[config.mk]
export PLATFORM = sky130hd
export DESIGN_NAME = sdio_xcmd_gen
export DESIGN_NICKNAME = d
export VERILOG_FILES = /design/src/rtl/sdx_pkg.sv /design/src/rtl/sdx_cmd_line.sv /design/src/rtl/sdx_blk_tx.sv /design/src/rtl/sdio_xcmd_gen.sv
export SDC_FILE = /design/constraint.sdc
export NUM_CORES = 1
export LEC_CHECK = 0
export BUFFER_PORTS_ARGS = -buffer_cell sky130_fd_sc_hd__buf_4
export CORE_UTILIZATION = 25
export CTS_BUF_LIST = sky130_fd_sc_hd__clkbuf_4 sky130_fd_sc_hd__clkbuf_8
export DETAILED_ROUTE_END_ITERATION = 16
export PLACE_DENSITY = 0.43
export SYNTH_ARGS = -nofsm -noshare
export SYNTH_HDL_FRONTEND = slang
export SYNTH_SLANG_ARGS = --single-unit
[constraint.sdc]
create_clock -name clk -period 2.3 [get_ports clk]
set_input_delay 0.345 -clock clk [delete_from_list [all_inputs] [get_ports clk]]
set_output_delay 0.345 -clock clk [all_outputs]
set_load 0.005 [all_outputs]
[src/rtl/sdx_pkg.sv]
package sdx_pkg;

  localparam int          FRAME_W    = 48;
  localparam logic [5:0]  XCMD_INDEX = 6'd53;
  localparam logic [6:0]  CRC_POLY   = 7'h09;   // x^7 + x^3 + 1, x^7 implied

  typedef struct packed {
    logic        wr;
    logic [2:0]  func;
    logic        blk;
    logic        inc;
    logic [16:0] addr;
    logic [8:0]  cnt;
  } sdx_desc_t;

  // Serial CRC7 over the 40 header bits, MSB first, register cleared at start.
  function automatic logic [6:0] crc7_calc(input logic [39:0] bits);
    logic [6:0] c;
    logic       fb;
    c = '0;
    for (int i = 39; i >= 0; i--) begin
      fb = bits[i] ^ c[6];
      c  = {c[5:0], 1'b0};
      if (fb) c = c ^ CRC_POLY;
    end
    return c;
  endfunction

  function automatic logic [FRAME_W-1:0] frame_pack(input sdx_desc_t d);
    logic [39:0] hdr;
    hdr = {1'b0, 1'b1, XCMD_INDEX, d.wr, d.func, d.blk, d.inc, d.addr, d.cnt};
    return {hdr, crc7_calc(hdr), 1'b1};
  endfunction

endpackage

[src/rtl/sdx_cmd_line.sv]
module sdx_cmd_line
  import sdx_pkg::*;
#(
  parameter int RESP_TIMEOUT = 64
) (
  input  logic               clk,
  input  logic               rst_n,
  input  logic               go,
  input  logic [FRAME_W-1:0] frame,
  input  logic               cmd_i,
  output logic               cmd_o,
  output logic               cmd_oe,
  output logic               rsp_ok,
  output logic               rsp_miss
);

  localparam int CMAX = (RESP_TIMEOUT > FRAME_W) ? RESP_TIMEOUT : FRAME_W;
  localparam int CW   = $clog2(CMAX) + 1;
  localparam logic [CW-1:0] LAST_BIT  = CW'(FRAME_W - 1);
  localparam logic [CW-1:0] LAST_SKIP = CW'(FRAME_W - 2);
  localparam logic [CW-1:0] LAST_WAIT = CW'(RESP_TIMEOUT - 1);

  typedef enum logic [2:0] {C_IDLE, C_PRE, C_SHIFT, C_POST, C_WAIT, C_SKIP} cst_t;

  cst_t               st;
  logic [FRAME_W-1:0] sh;
  logic [CW-1:0]      cnt;

  assign cmd_oe   = (st == C_PRE) || (st == C_SHIFT) || (st == C_POST);
  assign cmd_o    = (st == C_SHIFT) ? sh[FRAME_W-1] : 1'b1;
  assign rsp_ok   = (st == C_SKIP) && (cnt == LAST_SKIP);
  assign rsp_miss = (st == C_WAIT) && cmd_i && (cnt == LAST_WAIT);

  always_ff @(posedge clk or negedge rst_n) begin
    if (!rst_n) begin
      st  <= C_IDLE;
      sh  <= '0;
      cnt <= '0;
    end else begin
      unique case (st)
        C_IDLE: if (go) begin
          sh <= frame;
          st <= C_PRE;
        end
        C_PRE: begin
          cnt <= '0;
          st  <= C_SHIFT;
        end
        C_SHIFT: begin
          sh <= {sh[FRAME_W-2:0], 1'b0};
          if (cnt == LAST_BIT) st <= C_POST;
          else                 cnt <= cnt + 1'b1;
        end
        C_POST: begin
          cnt <= '0;
          st  <= C_WAIT;
        end
        C_WAIT: begin
          if (!cmd_i) begin
            cnt <= '0;
            st  <= C_SKIP;
          end else if (cnt == LAST_WAIT) begin
            st <= C_IDLE;
          end else begin
            cnt <= cnt + 1'b1;
          end
        end
        C_SKIP: begin
          if (cnt == LAST_SKIP) st <= C_IDLE;
          else                  cnt <= cnt + 1'b1;
        end
        default: st <= C_IDLE;
      endcase
    end
  end

endmodule

[src/rtl/sdx_blk_tx.sv]
module sdx_blk_tx #(
  parameter int BLK_F1      = 64,
  parameter int BLK_F2      = 512,
  parameter int ACK_TIMEOUT = 64
) (
  input  logic       clk,
  input  logic       rst_n,
  input  logic       go,
  input  logic [8:0] nblk,
  input  logic       big,
  input  logic [7:0] pl_data,
  input  logic       dat0_i,
  output logic       pl_rd,
  output logic [3:0] dat_o,
  output logic [3:0] dat_oe,
  output logic       fin_ok,
  output logic       fin_err,
  output logic       blk_sbit,
  output logic       blk_ebit
);

  localparam int NMAX = 2 * ((BLK_F1 > BLK_F2) ? BLK_F1 : BLK_F2);
  localparam int NW   = $clog2(NMAX) + 1;
  localparam int TW   = $clog2(ACK_TIMEOUT) + 1;
  localparam logic [NW-1:0] LAST_N1 = NW'(2 * BLK_F1 - 1);
  localparam logic [NW-1:0] LAST_N2 = NW'(2 * BLK_F2 - 1);
  localparam logic [TW-1:0] LAST_TO = TW'(ACK_TIMEOUT - 1);
  localparam logic [TW-1:0] TOK_END = TW'(2);
  localparam logic [TW-1:0] GAP_END = TW'(1);
  localparam logic [2:0]    TOK_ACCEPT = 3'b010;

  typedef enum logic [2:0] {W_IDLE, W_HIGH, W_SBIT, W_DATA, W_EBIT, W_ACKW, W_ACKB, W_GAP} wst_t;

  wst_t          st;
  logic [NW-1:0] nib, nib_last;
  logic [8:0]    blk_left;
  logic [7:0]    byte_q;
  logic [2:0]    tok;
  logic [TW-1:0] tcnt;
  logic [2:0]    tok_now;
  logic          tok_done, ack_lost;

  assign tok_now  = {tok[1:0], dat0_i};
  assign tok_done = (st == W_ACKB) && (tcnt == TOK_END);
  assign ack_lost = (st == W_ACKW) && dat0_i && (tcnt == LAST_TO);
  assign fin_ok   = tok_done && (tok_now == TOK_ACCEPT) && (blk_left == 9'd0);
  assign fin_err  = (tok_done && (tok_now != TOK_ACCEPT)) || ack_lost;
  assign blk_sbit = (st == W_SBIT);
  assign blk_ebit = (st == W_EBIT);
  assign pl_rd    = (st == W_SBIT) || ((st == W_DATA) && nib[0] && (nib != nib_last));

  always_comb begin
    unique case (st)
      W_HIGH, W_SBIT, W_DATA, W_EBIT, W_GAP: dat_oe = 4'hF;
      W_ACKW, W_ACKB:                        dat_oe = 4'hE;
      default:                               dat_oe = 4'h0;
    endcase
    if (st == W_SBIT)      dat_o = 4'h0;
    else if (st == W_DATA) dat_o = nib[0] ? byte_q[3:0] : byte_q[7:4];
    else                   dat_o = 4'hF;
  end

  always_ff @(posedge clk or negedge rst_n) begin
    if (!rst_n) begin
      st       <= W_IDLE;
      nib      <= '0;
      nib_last <= '0;
      blk_left <= '0;
      byte_q   <= '0;
      tok      <= '0;
      tcnt     <= '0;
    end else begin
      if (pl_rd) byte_q <= pl_data;
      unique case (st)
        W_IDLE: if (go) begin
          blk_left <= nblk;
          nib_last <= big ? LAST_N2 : LAST_N1;
          st       <= W_HIGH;
        end
        W_HIGH: st <= W_SBIT;
        W_SBIT: begin
          nib <= '0;
          st  <= W_DATA;
        end
        W_DATA: begin
          if (nib == nib_last) st <= W_EBIT;
          else                 nib <= nib + 1'b1;
        end
        W_EBIT: begin
          blk_left <= blk_left - 1'b1;
          tcnt     <= '0;
          st       <= W_ACKW;
        end
        W_ACKW: begin
          if (!dat0_i) begin
            tcnt <= '0;
            st   <= W_ACKB;
          end else if (ack_lost) begin
            st <= W_IDLE;
          end else begin
            tcnt <= tcnt + 1'b1;
          end
        end
        W_ACKB: begin
          tok <= tok_now;
          if (tok_done) begin
            tcnt <= '0;
            if (fin_ok || fin_err) st <= W_IDLE;
            else                   st <= W_GAP;
          end else begin
            tcnt <= tcnt + 1'b1;
          end
        end
        W_GAP: begin
          if (tcnt == GAP_END) st <= W_SBIT;
          else                 tcnt <= tcnt + 1'b1;
        end
        default: st <= W_IDLE;
      endcase
    end
  end

endmodule

[src/rtl/sdio_xcmd_gen.sv]
module sdio_xcmd_gen
  import sdx_pkg::*;
#(
  parameter int BLK_F1       = 64,
  parameter int BLK_F2       = 512,
  parameter int RESP_TIMEOUT = 64,
  parameter int ACK_TIMEOUT  = 64
) (
  input  logic        clk,
  input  logic        rst_n,
  input  logic        start,
  input  logic        d_wr,
  input  logic [2:0]  d_func,
  input  logic        d_blk,
  input  logic        d_inc,
  input  logic [16:0] d_addr,
  input  logic [8:0]  d_cnt,
  input  logic [7:0]  pl_data,
  output logic        pl_rd,
  input  logic        cmd_i,
  output logic        cmd_o,
  output logic        cmd_oe,
  input  logic        dat0_i,
  output logic [3:0]  dat_o,
  output logic [3:0]  dat_oe,
  output logic        busy,
  output logic        done,
  output logic        err
);

  typedef enum logic [1:0] {T_IDLE, T_CMD, T_DATA} tst_t;

  tst_t      st;
  sdx_desc_t desc_in, desc_q;
  logic      reject, cmd_go, wr_go, data_phase;
  logic      rsp_ok, rsp_miss, fin_ok, fin_err, blk_sbit, blk_ebit;

  assign desc_in    = '{wr: d_wr, func: d_func, blk: d_blk, inc: d_inc, addr: d_addr, cnt: d_cnt};
  assign reject     = d_wr && d_blk && (d_cnt == 9'd0);
  assign cmd_go     = (st == T_IDLE) && start && !reject;
  assign data_phase = desc_q.wr && desc_q.blk;
  assign wr_go      = (st == T_CMD) && rsp_ok && data_phase;
  assign busy       = (st != T_IDLE);

  sdx_cmd_line #(.RESP_TIMEOUT(RESP_TIMEOUT)) u_cmd (
    .clk      (clk),
    .rst_n    (rst_n),
    .go       (cmd_go),
    .frame    (frame_pack(desc_in)),
    .cmd_i    (cmd_i),
    .cmd_o    (cmd_o),
    .cmd_oe   (cmd_oe),
    .rsp_ok   (rsp_ok),
    .rsp_miss (rsp_miss)
  );

  sdx_blk_tx #(.BLK_F1(BLK_F1), .BLK_F2(BLK_F2), .ACK_TIMEOUT(ACK_TIMEOUT)) u_blk (
    .clk      (clk),
    .rst_n    (rst_n),
    .go       (wr_go),
    .nblk     (desc_q.cnt),
    .big      (desc_q.func == 3'd2),
    .pl_data  (pl_data),
    .dat0_i   (dat0_i),
    .pl_rd    (pl_rd),
    .dat_o    (dat_o),
    .dat_oe   (dat_oe),
    .fin_ok   (fin_ok),
    .fin_err  (fin_err),
    .blk_sbit (blk_sbit),
    .blk_ebit (blk_ebit)
  );

  always_ff @(posedge clk or negedge rst_n) begin
    if (!rst_n) begin
      st     <= T_IDLE;
      desc_q <= '0;
      done   <= 1'b0;
      err    <= 1'b0;
    end else begin
      done <= 1'b0;
      unique case (st)
        T_IDLE: if (start) begin
          desc_q <= desc_in;
          if (reject) begin
            done <= 1'b1;
            err  <= 1'b1;
          end else begin
            st <= T_CMD;
          end
        end
        T_CMD: begin
          if (rsp_ok) begin
            if (data_phase) st <= T_DATA;
            else begin
              st   <= T_IDLE;
              done <= 1'b1;
              err  <= 1'b0;
            end
          end else if (rsp_miss) begin
            st   <= T_IDLE;
            done <= 1'b1;
            err  <= 1'b1;
          end
        end
        T_DATA: if (fin_ok || fin_err) begin
          st   <= T_IDLE;
          done <= 1'b1;
          err  <= fin_err;
        end
        default: st <= T_IDLE;
      endcase
    end
  end

endmodule

# ---- Word level (Yosys, flattened, before mapping)
# Cells that the tools add are included.
dict set report totals {
  register_bits 127
  input_bits 45
  out_inout_bits 14
}
dict set report classes {
  addsub 4
  eq_ne 46
  mux 89
  n_bitwise 62
  reduce_logical 50
}
# op count
set op_table {}
lappend op_table {{4-bit two-way mux} 35}
lappend op_table {{48-bit one-hot mux with 2 select lines} 1}
lappend op_table {{2-bit NOT} 31}
lappend op_table {{7-bit two-way mux} 8}
lappend op_table {{7-bit one-hot mux with 4 select lines} 2}
lappend op_table {{48-bit two-way mux} 1}
lappend op_table {{3-bit two-way mux} 12}
lappend op_table {{7-bit by 6-bit equality test with 1-bit output (second input constant)} 4}
lappend op_table {{1-bit bitwise XOR} 28}
lappend op_table {{2-bit != test (second input constant)} 12}
lappend op_table {{3-bit one-hot mux with 8 select lines} 1}
lappend op_table {{11-bit one-hot mux with 2 select lines} 1}
lappend op_table {{3-bit by 2-bit equality test with 1-bit output (second input constant)} 6}
lappend op_table {{3-bit equality test (second input constant)} 6}
lappend op_table {{1-bit logical AND} 18}
lappend op_table {{9-bit zero test} 2}
lappend op_table {{3-bit one-hot mux with 6 select lines} 1}
lappend op_table {{9-bit one-hot mux with 2 select lines} 1}
lappend op_table {{3-bit != test (second input constant)} 5}
lappend op_table {{7-bit by 1-bit adder with 7-bit output (second input constant)} 2}
lappend op_table {{1-bit two-way mux} 13}
lappend op_table {{2-bit two-way mux} 6}
lappend op_table {{4-bit AND reduction} 3}
lappend op_table {{11-bit by 1-bit adder with 11-bit output (second input constant)} 1}
lappend op_table {{other kinds (30)} 51}

# ---- Depth between registers and ports, before layout
# Gate-level depths: netlist (run 1).
dict set report logic_depth {
  depth_word 65
  ltp_mapped 9
}

# ---- Modules after synthesis
# Synthesis (run 1) repeated with hierarchy kept, for this count alone.
dict set report hier_totals {
  cells_unflattened 675
  hier_area_um2 6919.1
}
# module instances cells_each area_each_um2 seq_area_each_um2
set modules_own_cells {}
lappend modules_own_cells {sdx_cmd_line 1 278 2837.7 1451.4}
lappend modules_own_cells {sdx_blk_tx 1 274 2547.4 1051.0}
lappend modules_own_cells {sdio_xcmd_gen 1 123 1534.0 450.4}

# ---- Worst setup path before layout (run 1)
# Ideal clock, no wire load.
dict set report synth_timing {
  path_kind {register to register}
  start {reg u_blk.blk_left[0]}
  end {reg st[0]}
  setup_time_ps 125
  t_arrival_ps 2389
  t_required_ps 2175
  path_slack_ps -213
  path_stages_with_launch 9
  n_path_buf 0
  cell_sequence {dfrtp_1 > inv_1 > ha_1 > or3b_1 > or3_4 > nor3_2 > a41oi_2 > a221oi_2 > mux2_2}
}
dict set report synth_via {
  elab_chain_cells 5
}
# item line_no
set synth_lines {}
lappend synth_lines {{start: declaration} sdx_blk_tx.sv:36} ;# logic [8:0] blk_left;
lappend synth_lines {{start signal: assignment} sdx_blk_tx.sv:76} ;# blk_left <= nblk;
lappend synth_lines {{start signal: assignment} sdx_blk_tx.sv:90} ;# blk_left <= blk_left - 1'b1;
lappend synth_lines {{9-bit zero test} sdx_blk_tx.sv:46} ;# assign fin_ok = tok_done && (tok_now == TOK_ACCEPT) && (blk_left == 9'd0);
lappend synth_lines {{1-bit logical AND} sdx_blk_tx.sv:46}
lappend synth_lines {{1-bit logical OR} sdio_xcmd_gen.sv:106} ;# T_DATA: if (fin_ok || fin_err) begin
lappend synth_lines {{2-bit != test (no line)} -}
lappend synth_lines {{4-bit AND reduction (no line)} -}
lappend synth_lines {{end signal: assignment} sdio_xcmd_gen.sv:101} ;# st <= T_IDLE;
lappend synth_lines {{end signal: assignment} sdio_xcmd_gen.sv:107} ;# st <= T_IDLE;
lappend synth_lines {{end signal: assignment} sdio_xcmd_gen.sv:111} ;# default: st <= T_IDLE;
lappend synth_lines {{end: declaration} sdio_xcmd_gen.sv:33} ;# tst_t st;
# No other way between the ends.
# A chain may end at the register's enable or synchronous reset.

# ---- Worst setup path after layout (run 1)
# Ends and elaborated chain as after synthesis.

==> metrics.csv, run 1 <==
stage,metric,value,unit
run_status,outcome,"finished, violations left",
run_status,violations,negative setup slack,
pwr,power.leakage,3.65,nW
place,placed_area,7750,um2
setup_path,critPathArrivalTime,2.83,ns
setup_path,crit_path_max_fanout,3,
yosys,synthFlopType,dfrtp_1,
grt,grt_max_degree,76,
cts,insertion_delay,0.44,ns
sta,finClkSkew,0.0144,ns
yosys,synth.cell_area,6420,um2
cts,cts_buffers,17,
sta,setup_viol,13,
yosys,synth_warnings,0,
grt,overflow,0,
sta,period_share,109,%
sta,worst_slack,-0.212,ns
yosys,ys_ff_latch,118,
grt,grt_pass1_wl,28100,um
die,rows,58,
yosys,synthDistinctLibCells,61,
sta,drv_slew,0,
pwr,p_switching,3.49,mW
cts,clkTransAtPathRegs,0.07,ns
setup_path,worst_ep_required_time,2.62,ns
sta,max_clock_freq,0.398,GHz
cts,cts_root_buf,clkbuf_8,
place,gp_congestion,0.784,
setup_path,worstSetupEndpointType,flip-flop,
routing,drtPass1Iterations,5,
layout,final_area,8380,um2
setup_path,start_kind,flip-flop,
layout,final_nets,839,
grt,grt_antenna_before_repair,0,
die,dieArea,26300,um2
routing,drcViolationCount,0,
place,portBuffers,58,
sta,slew_headroom,65.2,%
run,cap_violations,0,
pwr,internal-power,6.04,mW
routing,routed-via-count,5208,
pwr,p_per_area,1140,nW/um2
sta,tightestPinTransition,0.508,ns
routing,wl,16900,um
yosys,synth_seq_area_share,46.0,%
setup_path,critical_path_class,flip-flop to flip-flop,
sta,finalHoldViolations,0,
setup_path,regToRegSetupSlack,-0.21,ns
routing,post_drt_wl_per_cell,15.1,um
yosys,syn_nets,703,
layout,diodes,0,
cts,clock_path_buffers,2,
routing,drt-initial-drc-count,364,
sta,rsz0062_at_grt,yes,
pwr,p_comb_share,43.2,%
setup_path,reg2regPathDepth,8,
layout,final_layout_size_suffix_gt1_share,29.5,%
place,hpwl,12300,um
die,start_util,25.5,%
routing,viasPerCell,4.63,
die,io_pins,59,
cts,cts.sinks,118,
pwr,clock_power_share,21.6,%
worst_hold_path,whs_path_depth,2,
pwr,p_seq_share,35.1,%
grt,track_usage,13.6,%
die,dieWidth,162,um
routing,detail-route-antenna-nets,0,
yosys,synthCells,645,
layout,synthToLayoutAreaGrowth,30.6,%
worst_hold_path,hold_class,input pin to flip-flop,
yosys,synth_edf_count,0,
sta,fin_crit,2.51,ns
pwr,finalPower,9.53,mW
grt,grt_pass1_vias,5327,
cts,cts_tree,done,
cts,htree_levels,4,
yosys,avgSynthCellArea,9.95,um2
die,die_h,162,um
pwr,sw_frac_of_total,36.6,%
die,core,25200,um2
pwr,ir_drop,0.446,mV
yosys,synthArstFlopShare,100,%
## worst max-delay path, cell delays in order, from the launching register on
cell and delay (ns):
dfrtp_1 0.39, inv_2 0.07, ha_4 0.13, or3b_4 0.38, or3_4 0.36, nor3_4 0.18
a41oi_4 0.17, a221oi_4 0.36, mux2_2 0.36
## layout by cell type (no fill, tap or decap), types with 5 or more instances in the layout
master / n
a21oi_1: 28
o22ai_1: 34
nor4_1: 5
xor2_1: 13
o21ai_0: 28
xnor3_1: 12
nand3_1: 18
dfrtp_1: 115
nor3_1: 9
a22oi_1: 6
buf_4: 136
xnor2_1: 37
mux2_2: 20
ha_1: 12
mux2i_1: 7
o31ai_1: 6
mux2_4: 7
nor2_1: 111
nand2_1: 41
nand4_1: 6
nand2b_1: 10
clkbuf_8: 19
and3_1: 7
inv_1: 14
## sequential cells by signal (all words and copies together), names as in the netlist, 3 cells and up
register	cells
u_cmd.cnt	7
u_blk.blk_left	9
u_cmd.sh	48
u_blk.st	3
u_blk.byte_q	8
desc_q	14
u_blk.nib	11
u_blk.tcnt	7
u_cmd.st	3
## synthesized netlist by cell type, types with 9 or more instances
cell type	instances	area share (%)
a21oi_1	29	2.3
clkbuf_1	19	1.1
dfrtp_1	118	46
ha_1	13	2.5
inv_1	17	0.99
mux2_2	27	4.7
nand2_1	41	2.4
nand2b_1	11	1.1
nand3_1	18	1.4
nor2_1	113	6.6
nor3_1	9	0.70
o21ai_0	28	2.2
o22ai_1	34	3.3
xnor2_1	37	5.1
xnor3_1	12	4.2
xor2_1	13	1.8
## repair_timing
action,CTS,global route
setup buffers,4,6
hold buffers,1,0
pin swaps,3,5
gates cloned,0,0
endpoints found under the hold margin,100,0
setup endpoints to repair,11,19
gates resized for setup,12,22
## layer usage
layer	global-route usage, %	vias to the layer above	wire (um)
met5	0	-	0
met4	3.99	0	133
met2	22.8	105	8380
met3	2.96	9	543
met1	17.5	2552	7870
li1	-	2542	-
## final cells by class
class                           instances  area, um2
Multi-Input combinational cell        482       3370
Clock buffer                           21        277
Tap cell                              330        413
Fill cell                            2552      16800
Inverter                               17       63.8
Sequential cell                       118       2960
Clock inverter                         11        149
Timing Repair Buffer                  145       1150
## worst paths after layout
kind | from | endpoint
max in group asynchronous | rst_n | u_blk.nib[2]
hold / removal | pl_data[1] | u_blk.byte_q[1]
hold reg to reg | u_cmd.sh[46] | u_cmd.sh[47]
setup / recovery | u_blk.blk_left[0] | st[0]
min in group asynchronous | rst_n | u_blk.tcnt[2]
setup reg to reg | u_blk.blk_left[0] | st[0]
## power by group through the flow
stage / Sequential (mW) / Combinational [mW] / Clock [mW]
after floorplan: 3.22 / 2.64 / 0
after global placement: 3.35 / 3.83 / 0
after detailed placement: 3.37 / 3.93 / 0
after CTS: 3.34 / 4.03 / 2.13
after global routing: 3.45 / 4.60 / 2.22
final: 3.35 / 4.12 / 2.06
## metrics by stage
stage                     hold WS [ns]  utilization [%]  setup slack [ns]  cells  TNS (ns)
after global placement           0.398             30.8            -0.256   1082     -2.88
after CTS                        0.110             32.8            -0.228   1119    -0.774
final                            0.139             33.3            -0.212   1124     -1.12
after detailed placement         0.402             30.8            -0.271   1082     -3.48
after global routing             0.108             33.3            -0.326   1124     -2.17
after floorplan                 0.0494                -            -0.146    645    -0.391
## kinds of logic (layout without fill, tap and decap cells)
family | Yosys count | in the layout | share of synthesized area, %
AO/OA/AOI/OAI | 129 | 129 | 13.0
XOR/XNOR | 62 | 62 | 11.0
adder cells (fa/ha/maj) | 13 | 13 | 2.54
buffers and inverters | 45 | 194 | 3.12
flip-flops | 118 | 118 | 46.0
multiplexers | 34 | 34 | 5.83
AND/OR/NAND/NOR | 244 | 244 | 18.4
Note: power is estimated with default switching activity, not from simulation.
==> run 2, diff against run 1 <==
ABC_AREA = 1   (was unset)
PLACE_DENSITY = 0.42   (was 0.43)
==> metrics.csv, run 2 <==
stage,metric,value,unit
run_status,outcome,"complete, no violations",
sta,setup_viol,0,
grt,track_usage,14.2,%
setup_path,critPathMaxStageDelay,0.44,ns
yosys,yosys.area.top_type_share,43.5,%
layout,diodes,0,
sta,holdWs,0.0949,ns
setup_path,path_cells,nand2_2 -> nor2_4 -> buf_4 -> clkinvlp_4 -> nor2_4 -> a221oi_1 -> buf_4,
setup_path,reg2reg_from,u_blk.st[1],
grt,grt_pass1_wl,31100,um
sta,finalSetupTns,0,ns
die,rows,59,
grt,grt_max_degree,33,
cts,htree_levels,4,
cts,insertion_delay,0.46,ns
yosys,synth_seq_area_share,43.5,%
yosys,synthTopCellsByCount,"208 x nand2_1, 136 x inv_1, 118 x dfrtp_1, 72 x nor2_1, 69 x nand3_1",
setup_path,start_kind,flip-flop,
setup_path,endpoint,dat_o[3],
setup_path,worstSetupEndpointType,output pin,
yosys,synthDistinctLibCells,44,
die,io_pins,59,
layout,synthToLayoutAreaGrowth,26.4,%
sta,drv_slew,0,
routing,wl,18700,um
yosys,syn_nets,957,
setup_path,regToRegSetupSlack,0.28,ns
cts,cts_tree,done,
routing,drcViolationCount,0,
setup_path,critical_path_class,flip-flop to output pin,
place,gp_congestion,0.777,
layout,seq_area,2960,um2
layout,largest_register_ffs,48,
yosys,synth.cell_area,6780,um2
grt,overflow,0,
sta,max_clock_freq,0.457,GHz
setup_path,crit_buf_inv,3,
yosys,ys_ff_latch,118,
cts,clock_path_buffers,2,
routing,post_drt_wl_per_cell,13.7,um
die,dieArea,27800,um2
routing,routed-via-count,6127,
setup_path,cp_num_cells,7,
routing,detail-route-antenna-nets,0,
sta,tightestPinTransition,0.481,ns
pwr,power.leakage,4.21,nW
sta,period_share,95.0,%
die,core,26400,um2
die,start_util,25.7,%
yosys,synthFlopType,dfrtp_1,
cts,cts_buffers,17,
worst_hold_path,whs_path_depth,3,
routing,drtPass1Iterations,5,
setup_path,slowest_stage,dfrtp_2,
sta,slew_headroom,67.9,%
pwr,finalPower,9.56,mW
routing,viasPerCell,4.49,
yosys,avgSynthCellArea,7.55,um2
worst_hold_path,hold_class,input pin to flip-flop,
layout,num-fill-cells,2817,
setup_path,reg2regPathDepth,10,
sta,finClkSkew,0.0143,ns
layout,multi_input_area,3270,um2
place,hpwl,14300,um
layout,layout_common_cells,"205 x nand2_1, 130 x inv_1, 116 x dfrtp_1, 115 x buf_4, 68 x nand3_1",
setup_path,crit_path_max_fanout,5,
layout,final_common_cell,nand2_1,
setup_path,worst_ep_required_time,1.96,ns
yosys,yosysMostFrequentCell,nand2_1,
place,portBuffers,58,
cts,clkTransAtPathRegs,0.08,ns
cts,cts_root_buf,clkbuf_8,
layout,top_regs,"u_cmd.sh x48, desc_q x14, u_blk.nib x11",
setup_path,cpLargestDelayFamily,flip-flops,
cts,cts.sinks,118,
pwr,ir_drop,0.382,mV
run,cap_violations,0,
die,die_h,167,um
routing,drt-initial-drc-count,279,
setup_path,crit_path_start,u_blk.st[0],
die,dieWidth,167,um
sta,finalHoldViolations,0,
yosys,synth_edf_count,0,
layout,largest-register,u_cmd.sh,
sta,fin_crit,2.19,ns
layout,final_nets,1076,
pwr,p_per_area,1120,nW/um2
yosys,synthCells,899,
grt,grt_pass1_vias,6037,
setup_path,critPathArrivalTime,1.84,ns
layout,final_layout_size_suffix_gt1_share,22.2,%
setup_path,r2r-end,u_blk.st[0],
yosys,synth_warnings,0,
yosys,yosys-top-cells-area,"dfrtp_1 44%, nand2_1 12%, inv_1 7.5%",
grt,grt_antenna_before_repair,0,
yosys,synth_top_area_cell,dfrtp_1,
yosys,synthArstFlopShare,100,%
[run 2: cell type report]
class | instances | area share (%)
Multi-Input combinational cell | 612 | 38.2
Sequential cell | 118 | 34.5
Timing Repair Buffer | 121 | 11.2
Inverter | 148 | 6.52
Tap cell | 335 | 4.89
Clock buffer | 19 | 2.98
Clock inverter | 13 | 1.72
[run 2: worst register-to-register path, cell delays in order (launching register included)]
cell	delay [ns]
dfrtp_1	0.41
inv_1	0.08
or2_4	0.27
nor2_2	0.17
inv_1	0.14
o31ai_4	0.29
a31oi_1	0.09
inv_1	0.10
nor2_1	0.08
nor4_1	0.15
o21ai_0	0.11
[run 2: logic make-up (layout without fill, tap and decap cells)]
| group | count (synthesis) | after routing | synth area share, % |
|---|---|---|---|
| AO/OA/AOI/OAI | 171 | 171 | 15.2 |
| AND/OR/NAND/NOR | 414 | 414 | 27.1 |
| adder cells (fa/ha/maj) | 13 | 13 | 2.40 |
| flip-flops | 118 | 118 | 43.5 |
| multiplexers | 1 | 1 | 0.166 |
| buffers and inverters | 169 | 301 | 9.76 |
| XOR/XNOR | 13 | 13 | 1.79 |
[run 2: metal layers]
layer  GRT usage, %  share of wire (%)
met3           2.69                3.0
met4           4.47                1.6
met5              0                  0
met1           19.0                 50
met2           23.0                 46
[run 2: worst min-delay path by stage]
stage / start / endpoint
2_1_floorplan: rst_n / desc_q[0]
3_3_place_gp: rst_n / u_blk.byte_q[7]
3_5_place_dp: rst_n / u_blk.byte_q[7]
4_1_cts: pl_data[7] / u_blk.byte_q[7]
5_1_grt: pl_data[1] / u_blk.byte_q[1]
6_report: pl_data[7] / u_blk.byte_q[7]
[run 2: repair_timing]
| action | in CTS | in global routing |
|---|---|---|
| hold buffers | 1 | 0 |
| buffers inserted | 2 | 6 |
| setup endpoints to repair | 5 | 21 |
| resized for setup | 8 | 25 |
| pin swaps | 1 | 2 |
| endpoints found under the hold margin | 28 | 0 |
[run 2: through the flow]
step	setup WS [ns]	area [um2]	utilization, %	std cells
after floorplan	0.144	6780	-	899
after global placement	-0.179	7990	30.3	1325
after detailed placement	-0.244	7990	30.3	1325
after CTS	0.0101	8440	32.0	1360
after global routing	-0.00115	8580	32.5	1366
final	0.114	8580	32.5	1366
[run 2: power breakdown]
| part | internal [mW] | switching (mW) |
|---|---|---|
| sequential | 2.85 | 0.403 |
| combinational | 1.80 | 2.56 |
| clock | 1.01 | 0.938 |
| total | 5.66 | 3.90 |
